**src/rtl/bp_pkg.sv**
```systemverilog
package bp_pkg;
  typedef enum logic [1:0] {
    CLS_NONE     = 2'd0,
    CLS_UNCOND   = 2'd1,
    CLS_COND     = 2'd2,
    CLS_INDIRECT = 2'd3
  } br_class_e;
endpackage

```
**src/rtl/bp_rule.sv**
```systemverilog
module bp_rule
  import bp_pkg::*;
#(
  parameter int ADDR_W = 32,
  parameter int ALIGN_BITS = 2
) (
  input  logic              valid_i,
  input  br_class_e         cls_i,
  input  logic [ADDR_W-1:0] pc_i,
  input  logic [ADDR_W-1:0] offset_i,
  output logic              pred_o,
  output logic [ADDR_W-1:0] target_o
);
  localparam logic [ADDR_W-1:0] ALIGN_MASK = ~ADDR_W'((1 << ALIGN_BITS) - 1);

  logic backward;
  assign backward = offset_i[ADDR_W-1];

  always_comb begin
    pred_o = 1'b0;
    if (valid_i) begin
      unique case (cls_i)
        CLS_UNCOND: pred_o = 1'b1;
        CLS_COND:   pred_o = backward;
        default:    pred_o = 1'b0;
      endcase
    end
  end

  assign target_o = (pc_i + offset_i) & ALIGN_MASK;
endmodule

```
**src/rtl/bp_resolve.sv**
```systemverilog
module bp_resolve
  import bp_pkg::*;
#(
  parameter int ADDR_W = 32,
  parameter int INSN_BYTES = 4
) (
  input  logic              clk_i,
  input  logic              rst_ni,
  input  logic              dec_valid_i,
  input  br_class_e         dec_class_i,
  input  logic [ADDR_W-1:0] dec_pc_i,
  input  logic [ADDR_W-1:0] dec_target_i,
  input  logic              dec_pred_i,
  input  logic              ex_taken_i,
  input  logic [ADDR_W-1:0] ex_reg_target_i,
  output logic              ex_valid_o,
  output logic              ex_pred_o,
  output logic              mispredict_o,
  output logic              late_fire_o,
  output logic [ADDR_W-1:0] late_addr_o
);
  localparam logic [ADDR_W-1:0] STEP = ADDR_W'(INSN_BYTES);

  logic              v_q, pred_q, late_q;
  br_class_e         cls_q;
  logic [ADDR_W-1:0] pc_q, tgt_q, late_addr_q, fix_addr;

  assign mispredict_o = v_q && (cls_q != CLS_NONE) && (ex_taken_i != pred_q);

  always_comb begin
    if (pred_q)                      fix_addr = pc_q + STEP;
    else if (cls_q == CLS_INDIRECT)  fix_addr = ex_reg_target_i;
    else                             fix_addr = tgt_q;
  end

  always_ff @(posedge clk_i or negedge rst_ni) begin
    if (!rst_ni) begin
      v_q         <= 1'b0;
      pred_q      <= 1'b0;
      cls_q       <= CLS_NONE;
      pc_q        <= '0;
      tgt_q       <= '0;
      late_q      <= 1'b0;
      late_addr_q <= '0;
    end else begin
      // wrong-path slots never enter the stage
      v_q         <= dec_valid_i && !mispredict_o && !late_q;
      pred_q      <= dec_pred_i;
      cls_q       <= dec_class_i;
      pc_q        <= dec_pc_i;
      tgt_q       <= dec_target_i;
      late_q      <= mispredict_o;
      late_addr_q <= fix_addr;
    end
  end

  assign ex_valid_o  = v_q;
  assign ex_pred_o   = v_q && pred_q;
  assign late_fire_o = late_q;
  assign late_addr_o = late_addr_q;
endmodule

```
**src/rtl/bp_redirect_unit.sv**
```systemverilog
module bp_redirect_unit
  import bp_pkg::*;
#(
  parameter int ADDR_W = 32,
  parameter int INSN_BYTES = 4
) (
  input  logic              clk_i,
  input  logic              rst_ni,
  input  logic              dec_valid_i,
  input  logic [1:0]        dec_class_i,
  input  logic [ADDR_W-1:0] dec_pc_i,
  input  logic [ADDR_W-1:0] dec_offset_i,
  input  logic              ex_taken_i,
  input  logic [ADDR_W-1:0] ex_reg_target_i,
  output logic              redirect_o,
  output logic              flush_o,
  output logic [ADDR_W-1:0] redirect_addr_o,
  output logic              ex_valid_o,
  output logic              ex_pred_o
);
  localparam int ALIGN_BITS = $clog2(INSN_BYTES);

  br_class_e         cls;
  logic              pred, early_fire, mispredict, late_fire;
  logic [ADDR_W-1:0] target, late_addr;

  assign cls = br_class_e'(dec_class_i);

  bp_rule #(.ADDR_W(ADDR_W), .ALIGN_BITS(ALIGN_BITS)) i_rule (
    .valid_i  (dec_valid_i),
    .cls_i    (cls),
    .pc_i     (dec_pc_i),
    .offset_i (dec_offset_i),
    .pred_o   (pred),
    .target_o (target)
  );

  bp_resolve #(.ADDR_W(ADDR_W), .INSN_BYTES(INSN_BYTES)) i_resolve (
    .clk_i           (clk_i),
    .rst_ni          (rst_ni),
    .dec_valid_i     (dec_valid_i),
    .dec_class_i     (cls),
    .dec_pc_i        (dec_pc_i),
    .dec_target_i    (target),
    .dec_pred_i      (pred),
    .ex_taken_i      (ex_taken_i),
    .ex_reg_target_i (ex_reg_target_i),
    .ex_valid_o      (ex_valid_o),
    .ex_pred_o       (ex_pred_o),
    .mispredict_o    (mispredict),
    .late_fire_o     (late_fire),
    .late_addr_o     (late_addr)
  );

  // late correction outranks early prediction
  assign early_fire      = pred && !late_fire;
  assign redirect_o      = early_fire || late_fire;
  assign flush_o         = redirect_o;
  assign redirect_addr_o = late_fire ? late_addr : target;
endmodule

```
**config.mk**
```make
export PLATFORM = sky130hd
export DESIGN_NAME = bp_redirect_unit
export DESIGN_NICKNAME = d
export VERILOG_FILES = /design/src/rtl/bp_pkg.sv /design/src/rtl/bp_rule.sv /design/src/rtl/bp_resolve.sv /design/src/rtl/bp_redirect_unit.sv
export SDC_FILE = /design/constraint.sdc
export NUM_CORES = 1
export LEC_CHECK = 0
export BUFFER_PORTS_ARGS = -buffer_cell sky130_fd_sc_hd__buf_2
export CAP_MARGIN = 40
export CELL_PAD_IN_SITES_DETAIL_PLACEMENT = 1
export CELL_PAD_IN_SITES_GLOBAL_PLACEMENT = 1
export CORE_ASPECT_RATIO = 1.2
export CORE_MARGIN = 3
export CORE_UTILIZATION = 45
export DETAILED_ROUTE_END_ITERATION = 8
export PLACE_DENSITY = 0.95
export SETUP_SLACK_MARGIN = 0.4
export SYNTH_ARGS = -nofsm -noshare
export SYNTH_HDL_FRONTEND = slang
export SYNTH_SLANG_ARGS = --single-unit
export TNS_END_PERCENT = 50
```
**constraint.sdc**
```tcl
create_clock -name clk_i -period 7.63 [get_ports clk_i]
set_input_delay 1.526 -clock clk_i [delete_from_list [all_inputs] [get_ports clk_i]]
set_output_delay 1.526 -clock clk_i [all_outputs]
set_load 0.02 [all_outputs]
```
==> impl_summary.log, run 1 <==
INFO  metric worst_pin_slew = 0.8453 ns
INFO  metric die-area = roughly 15000 um^2
INFO  metric report.final.slew_viol_count = 0
INFO  metric drt_first_pass_iters = 4
INFO  metric crit_path_cell_trace = buf_2 > ha_1 > o21ai_0 > o21bai_1 > a22oi_2 > a32oi_1 > a32oi_1 > and3_1 > o31ai_2 > buf_2
INFO  metric reg2regPathDepth = 7
INFO  metric worst_slew_margin_relative_to_its_limit = 43.65%
INFO  metric numCtsBuffers = 9
INFO  metric critical_path_class = in -> out
INFO  metric finClkSkew = around 0.0095 ns
INFO  metric ios = 138
INFO  metric multiInputGateArea = 3308 um^2
INFO  metric period_minus_slack = approximately 5.6 ns
INFO  metric global_route.peak_usage_layer = met2
INFO  metric drive_above_1_share = 26.51%
INFO  metric cts_repair_resize_count = 0
INFO  metric avgViaCountPerCell = slightly below 6
INFO  metric detail_route.wl_per_cell = 21.41 um
INFO  metric clock_tree_from_tritoncts = yes
INFO  metric die_width = 110.9 um
INFO  metric clock_sinks = 99
INFO  metric cell_rows = 45
INFO  metric power.ir.vdd_worst = between 0.1 and 0.15 mV
INFO  metric grt_usage = 26.98%
INFO  metric grt_antenna_before_repair = 0
INFO  metric crit_path_max_incr_delay = 0.49 ns
INFO  metric nNetsFinal = slightly below 900
INFO  metric regToRegSetupSlack = 5.39 ns
INFO  metric post_dp_cell_area = approximately 6800 um^2
INFO  metric timing.final.crit_share = 73.86%
INFO  metric io_buffer_count = 137
INFO  metric detail_route.iter0.violations = approximately 250
INFO  metric synth_warnings = 0
INFO  metric timing.hold.worst.class = reg -> reg
INFO  metric cts-root-to-sink-buffers = 2
INFO  metric vias_in_the_first_global_route = roughly 6000
INFO  metric post_route_non_filler_standard_cell_count = 911
INFO  metric syn-cell-area = approximately 5900 um^2
INFO  metric fillCellCount = between 1000 and 1500
INFO  metric hold_viol_final = 0
INFO  metric grt_pass1_wl = approximately 32000 um
INFO  metric postCtsSetupBuffers = 0
INFO  metric n_antenna_cell = 0
INFO  metric yosys_register_bits = 99
INFO  metric grt_max_degree = between 60 and 70
INFO  metric met2_usage = between 40% and 50%
INFO  metric synth.top_cells.by_area = sky130_fd_sc_hd__dfrtp_1 (42%), sky130_fd_sc_hd__ha_1 (6.9%), sky130_fd_sc_hd__xnor2_1 (5.0%)
INFO  metric final_core_utilization = between 50% and 60%
INFO  metric critical_path_s_slowest_cell = sky130_fd_sc_hd__o21bai_1
INFO  metric post-place-cells = 894
INFO  metric detail-route-antenna-nets = 0
INFO  metric wirelength = a little under 20000 um
INFO  metric endpoint_kind = output pin
INFO  metric number_of_remaining_drc_errors = 0
INFO  metric ys_types = 67
INFO  metric rd_place_congestion = approximately 0.95
INFO  metric clock_latency = 0.36 ns
INFO  metric area_growth = 18.80%
INFO  metric htree_levels = 3
INFO  metric synth_async_sr_flop_share = 100.0%
INFO  metric synthCells = 612
INFO  metric m1_gr_usage = 32.90%
INFO  metric core_area = about 13000 um^2
INFO  metric worst_ep_arrival_time = 4.11 ns
INFO  metric clock_transition_at_the_registers_of_the_reported_paths = 0.07 ns
INFO  metric synth_sequential_area_ratio = between 40% and 50%
INFO  metric hold_path_cell_cnt = 2
INFO  metric cts_hold_repair.buffers = 0
INFO  metric post-route-cell-area = ~7000 um^2
INFO  metric dpl.hpwl = 14770 um
INFO  metric grt_setup_unrepaired = no
INFO  metric grt_overflow = 0
INFO  metric whs = 0.4802 ns
INFO  metric initial_utilization = 46.51%
INFO  metric final.setup.tns = 0 ns
INFO  metric floorplan.die.height = 131.9 um
INFO  metric worstPathMaxFanout = 4
INFO  metric cp-start-kind = primary input
INFO  metric report.final.setup_viol = 0
INFO  metric vias = 5377
INFO  metric cap_violations = 0
INFO  metric postSynthNetCount = 747
INFO  metric synth.top_cell.area_share = a little over two fifths
INFO  metric required = 6.10 ns
INFO  metric max_freq = 177.5 MHz
INFO  metric synthesis.area_per_instance = 9.713 um^2
INFO  metric pwr_density_cell = 217.3 nW/um^2
INFO  metric globalRouteMet3Util = 4.867%
INFO  metric synthFlopType = sky130_fd_sc_hd__dfrtp_1
INFO  metric cts_root_buffer = sky130_fd_sc_hd__clkbuf_16
INFO  metric netlist.top_cell.by_area = sky130_fd_sc_hd__dfrtp_1
INFO  metric synth-edff-count = 0
INFO  metric p_leak = 3.314 nW
INFO  metric final-seq-area = 2479 um^2
INFO  metric run_status = complete, no violations
per-layer routing:
metal  part of all wire, %  wire [um]
met2                    50       9793
met3                   5.1        994
met1                    41       7954
met4                   3.9        759
met5                     0          0
final timing paths:
check	endpoint	from
min reg2reg	i_resolve.late_addr_o[0]$_DFF_PN0_	i_resolve.pc_q[0]$_DFF_PN0_
min	i_resolve.late_addr_o[0]$_DFF_PN0_	i_resolve.pc_q[0]$_DFF_PN0_
max	redirect_addr_o[30]	dec_pc_i[2]
min in group asynchronous	i_resolve.late_addr_o[12]$_DFF_PN0_	rst_ni
max in group asynchronous	i_resolve.pred_q$_DFF_PN0_	rst_ni
max reg2reg	i_resolve.late_addr_o[27]$_DFF_PN0_	i_resolve.pc_q[4]$_DFF_PN0_
sequential cells by signal (all words and copies together), names as in the netlist:
signal / flops
i_resolve.pc_q: 32
i_resolve.ex_valid_o: 1
i_resolve.late_fire_o: 1
i_resolve.tgt_q: 30
i_resolve.pred_q: 1
i_resolve.late_addr_o: 32
i_resolve.cls_q: 2
synth_stat cells (2+ instances only):
master and count:
sky130_fd_sc_hd__nor3_1 9, sky130_fd_sc_hd__nor3b_1 6, sky130_fd_sc_hd__and3_1 20, sky130_fd_sc_hd__a22oi_1 2
sky130_fd_sc_hd__dfrtp_1 99, sky130_fd_sc_hd__a32oi_1 2, sky130_fd_sc_hd__o21bai_1 5, sky130_fd_sc_hd__nand4b_1 2
sky130_fd_sc_hd__buf_1 3, sky130_fd_sc_hd__clkbuf_1 14, sky130_fd_sc_hd__a31oi_1 2, sky130_fd_sc_hd__o21ai_2 2
sky130_fd_sc_hd__xor2_1 20, sky130_fd_sc_hd__o21ai_0 35, sky130_fd_sc_hd__ha_1 33, sky130_fd_sc_hd__and2_1 12
sky130_fd_sc_hd__nor4b_1 2, sky130_fd_sc_hd__o21ai_1 4, sky130_fd_sc_hd__buf_2 4, sky130_fd_sc_hd__nand4_1 3
sky130_fd_sc_hd__a21oi_1 47, sky130_fd_sc_hd__nand2_1 72, sky130_fd_sc_hd__nand2b_1 2, sky130_fd_sc_hd__a211oi_1 15
sky130_fd_sc_hd__nor2b_1 4, sky130_fd_sc_hd__a21o_1 11, sky130_fd_sc_hd__xnor2_1 34, sky130_fd_sc_hd__mux2_2 19
sky130_fd_sc_hd__nor2_1 26, sky130_fd_sc_hd__or2_2 2, sky130_fd_sc_hd__o31ai_2 2, sky130_fd_sc_hd__nand3_1 24
sky130_fd_sc_hd__and4_1 3, sky130_fd_sc_hd__buf_4 2, sky130_fd_sc_hd__a21oi_2 3, sky130_fd_sc_hd__mux2i_1 21
sky130_fd_sc_hd__inv_1 15, sky130_fd_sc_hd__o211ai_1 2
cells in the final DEF, fill, tap and decap left out, types with 3 or more instances in the layout:
master,netlist,routed
sky130_fd_sc_hd__a211oi_1,15,15
sky130_fd_sc_hd__a21o_1,11,11
sky130_fd_sc_hd__a21oi_1,47,47
sky130_fd_sc_hd__a21oi_2,3,3
sky130_fd_sc_hd__and2_1,12,12
sky130_fd_sc_hd__and3_1,20,20
sky130_fd_sc_hd__and4_1,3,3
sky130_fd_sc_hd__buf_2,4,136
sky130_fd_sc_hd__buf_4,2,4
sky130_fd_sc_hd__clkbuf_1,14,3
sky130_fd_sc_hd__clkbuf_16,0,9
sky130_fd_sc_hd__dfrtp_1,99,98
sky130_fd_sc_hd__ha_1,33,33
sky130_fd_sc_hd__inv_1,15,15
sky130_fd_sc_hd__mux2_2,19,19
sky130_fd_sc_hd__mux2i_1,21,21
sky130_fd_sc_hd__nand2_1,72,72
sky130_fd_sc_hd__nand3_1,24,24
sky130_fd_sc_hd__nand4_1,3,3
sky130_fd_sc_hd__nor2_1,26,26
sky130_fd_sc_hd__nor2b_1,4,4
sky130_fd_sc_hd__nor3_1,9,9
sky130_fd_sc_hd__nor3b_1,6,6
sky130_fd_sc_hd__o21ai_0,35,35
sky130_fd_sc_hd__o21ai_1,4,4
sky130_fd_sc_hd__o21bai_1,5,5
sky130_fd_sc_hd__xnor2_1,34,34
sky130_fd_sc_hd__xor2_1,20,20
stage by stage:
| stage | setup slack [ns] | power (mW) |
|---|---|---|
| after global routing | 1.850 | 1.612 |
| after global placement | 2.229 | 1.071 |
| after detailed placement | 2.032 | 1.100 |
| final | 1.995 | 1.534 |
| after CTS | 1.978 | 1.545 |
| after floorplan | 2.730 | 0.9306 |
area by class of cell:
type / count / area share [%]
Inverter: 16 / 0.8505
Clock buffer: 14 / 3.738
Sequential cell: 99 / 35.10
Timing Repair Buffer: 142 / 10.42
Tap cell: 164 / 2.906
Multi-Input combinational cell: 474 / 46.85
Clock inverter: 2 / 0.1417
power by group:
part           switching (mW)  internal [mW]
Clock                   0.198          0.239
Combinational           0.279          0.179
Sequential             0.0364          0.603
critical path: cells and delay by family:
kind / cells / cell delay (ns)
AO/OA/AOI/OAI: 6 / 1.64
AND/OR/NAND/NOR: 1 / 0.29
buffers and inverters: 2 / 0.31
adder cells (fa/ha/maj): 1 / 0.35
logic make-up after synthesis:
kind of cell	after synthesis	share of synthesized area, %
multiplexers	41	7.388
flip-flops	99	41.68
XOR/XNOR	54	7.956
buffers and inverters	39	2.673
AO/OA/AOI/OAI	152	16.82
AND/OR/NAND/NOR	194	16.54
adder cells (fa/ha/maj)	33	6.946
Note: power is estimated with default switching activity, not from simulation.
==> inputs of run 2 (changes only) <==
CORE_UTILIZATION = 41   (was 45)
PLACE_DENSITY = 0.9   (was 0.95)
clock period = 5.4 ns   (was 7.63 ns; I/O delays follow)
==> impl_summary.log, run 2 (synthesized netlist as in run 1, its figures left out) <==
INFO  metric run_status = complete, no violations
INFO  metric drive_above_1_share = 26.87% (+0.37 points)
INFO  metric setup_ws = 0.7495 ns (-1.245 ns)
INFO  metric timing.hold.worst.class = reg -> reg
INFO  metric report.final.setup_viol = 0 (unchanged)
INFO  metric finClkSkew = 0.007298 ns (-0.002201 ns)
INFO  metric hold_viol_final = 0 (unchanged)
INFO  metric reg2regPathDepth = 7 (unchanged)
INFO  metric clock_latency = 0.36 ns (about the same)
INFO  metric grt_overflow = 0 (unchanged)
INFO  metric cts_repair_resize_count = 0 (unchanged)
INFO  metric endpoint_kind = output pin
INFO  metric hold_path_cell_cnt = 2 (unchanged)
INFO  metric vias_in_the_first_global_route = 5798 (-3.3%)
INFO  metric detail-route-antenna-nets = 0 (unchanged)
INFO  metric cp.buffers_inverters = 2 (unchanged)
INFO  metric regToRegStartpoint = i_resolve.pc_q[4]$_DFF_PN0_
INFO  metric htree_levels = 3 (unchanged)
INFO  metric die-area = 15990 um^2 (+9.3%)
INFO  metric max_freq = 215.0 MHz
INFO  metric clock_transition_at_the_registers_of_the_reported_paths = 0.06 ns (about the same)
INFO  metric p_leak = 3.349 nW (+1.0%)
INFO  metric number_of_remaining_drc_errors = 0 (unchanged)
INFO  metric cts_hold_repair.buffers = 0 (unchanged)
INFO  metric floorplan.die.height = 137.9 um (+4.5%)
INFO  metric nNetsFinal = 878 (+0.11%)
INFO  metric numCtsBuffers = 9 (unchanged)
INFO  metric drt_first_pass_iters = 4 (unchanged)
INFO  metric clock_sinks = 99 (unchanged)
INFO  metric avgViaCountPerCell = 5.680 (-3.8%)
INFO  metric worst_pin_slew = 0.7441 ns (-0.1012 ns)
INFO  metric critical_path_s_slowest_cell = sky130_fd_sc_hd__ha_1
INFO  metric critical_path_class = in -> out
INFO  metric cp-start-kind = primary input
INFO  metric cts-root-to-sink-buffers = 2 (unchanged)
INFO  metric cpLargestDelayFamily = compound AO/OA/AOI/OAI gates
INFO  metric worst_ep_arrival_time = 3.57 ns (-0.54 ns)
INFO  metric commonest_non_fill_non_tap_cells_in_the_layout = sky130_fd_sc_hd__buf_2 (136), sky130_fd_sc_hd__dfrtp_1 (98), sky130_fd_sc_hd__nand2_1 (72)
INFO  metric grt_usage = 24.53% (-2.4 points)
INFO  metric cts_root_buffer = sky130_fd_sc_hd__clkbuf_16
INFO  metric wirelength = 19200 um (-1.6%)
INFO  metric grt_setup_unrepaired = no
INFO  metric worst_slew_margin_relative_to_its_limit = 50.32% (+6.7 points)
INFO  metric post_dp_cell_area = 6802 um^2 (+0.28%)
INFO  metric layout_commonest_cell = sky130_fd_sc_hd__buf_2
INFO  metric postCtsSetupBuffers = 0 (unchanged)
INFO  metric hold_start = i_resolve.pc_q[0]$_DFF_PN0_
INFO  metric final.setup.tns = 0 ns (unchanged)
INFO  metric io_buffer_count = 137 (unchanged)
INFO  metric cap_violations = 0 (unchanged)
INFO  metric pwr_density_cell = 317.0 nW/um^2 (+46%)
INFO  metric regToRegSetupSlack = 3.25 ns (-2.14 ns)
INFO  metric dpl_worst_slack = 0.7839 ns (-1.248 ns)
INFO  metric post_route_non_filler_standard_cell_count = 919 (+0.88%)
INFO  metric required = 4.32 ns (-1.78 ns)
INFO  metric worstPathMaxFanout = 11 (+7)
INFO  metric n_antenna_cell = 0 (unchanged)
INFO  metric dpl.hpwl = 14490 um (-1.9%)
INFO  metric worstHoldEndpoint = i_resolve.late_addr_o[0]$_DFF_PN0_
INFO  metric detail_route.iter0.violations = 231 (-8.0%)
INFO  metric grt_max_degree = 70 (+6.1%)
INFO  metric crit_path_max_incr_delay = 0.47 ns (-0.02 ns)
INFO  metric ios = 138 (unchanged)
INFO  metric report.final.slew_viol_count = 0 (unchanged)
INFO  metric period_minus_slack = 4.651 ns
INFO  metric area_growth = 20.42%
INFO  metric regToRegEndpoint = i_resolve.late_addr_o[27]$_DFF_PN0_
INFO  metric rd_place_congestion = 0.8892 (-6.4%)
INFO  metric crit_path_cell_trace = buf_2 > ha_1 > nand2_1 > o21ai_0 > nor2_1 > a32oi_1 > a32oi_1 > and3_1 > o31ai_2 > buf_2
INFO  metric clock_tree_from_tritoncts = yes
INFO  metric post-place-cells = 902 (+0.89%)
INFO  metric vias = 5220 (-2.9%)
INFO  metric initial_utilization = 42.47% (-4.0 points)
INFO  metric grt_antenna_before_repair = 0 (unchanged)
INFO  metric die_width = 115.9 um (+4.5%)
INFO  metric grt_pass1_wl = 30020 um (-5.1%)
INFO  metric core_area = 14000 um^2 (+9.5%)
INFO  metric final_core_utilization = 51.14% (-4.1 points)
INFO  metric power.ir.vdd_worst = 0.1694 mV (+60%)
INFO  metric post-route-cell-area = 7158 um^2 (+1.4%)
INFO  metric detail_route.wl_per_cell = 20.89 um (-2.4%)
INFO  metric timing.final.crit_share = 86.12%
INFO  metric cell_rows = 47 (+4.4%)
[run 2: routing by layer]
metal	vias to the layer above	part of all wire, %	global-route usage [%]
met5	-	0	0
met2	149	52	42.90
met4	0	2.7	9.542
li1	2446	-	-
met1	2585	40	30.20
met3	40	5.0	3.885
[run 2: worst register-to-register path, stage by stage (launching register included)]
cell and delay (ns):
sky130_fd_sc_hd__dfrtp_1 0.42, sky130_fd_sc_hd__and4_1 0.29, sky130_fd_sc_hd__and4_1 0.47, sky130_fd_sc_hd__nand2_1 0.17, sky130_fd_sc_hd__nor2_1 0.24, sky130_fd_sc_hd__nand4_1 0.16, sky130_fd_sc_hd__xor2_1 0.17, sky130_fd_sc_hd__a21oi_1 0.09
[run 2: layout make-up]
type	count	area, um^2
Inverter	16	60.06
Multi-Input combinational cell	474	3308
Tap cell	171	214.0
Fill cell	1655	6838
Clock buffer	12	256.5
Clock inverter	4	72.57
Sequential cell	99	2479
Timing Repair Buffer	143	768.2
[run 2: power breakdown]
group	leakage, nW	internal [mW]	switching, mW
Combinational	2.03	0.255	0.391
Sequential	1.16	0.851	0.0498
Clock	0.159	0.431	0.291
[run 2: worst max-delay path by stage]
stage	startpoint	endpoint	slack [ns]	cells after the start
after floorplan	dec_pc_i[4]	redirect_addr_o[20]	1.39	8
after global placement	dec_pc_i[20]	redirect_addr_o[30]	0.90	10
after detailed placement	dec_pc_i[20]	redirect_addr_o[30]	0.78	10
after CTS	dec_pc_i[3]	redirect_addr_o[30]	0.75	10
after global routing	dec_pc_i[20]	redirect_addr_o[30]	0.53	10
final	dec_pc_i[20]	redirect_addr_o[30]	0.75	10
[run 2: per-stage QoR]
stage	total power [mW]	hold WS [ns]
after floorplan	1.315	0.4296
after global placement	1.518	0.4414
after detailed placement	1.551	0.4643
after CTS	2.285	0.4791
after global routing	2.387	0.5028
final	2.269	0.4748
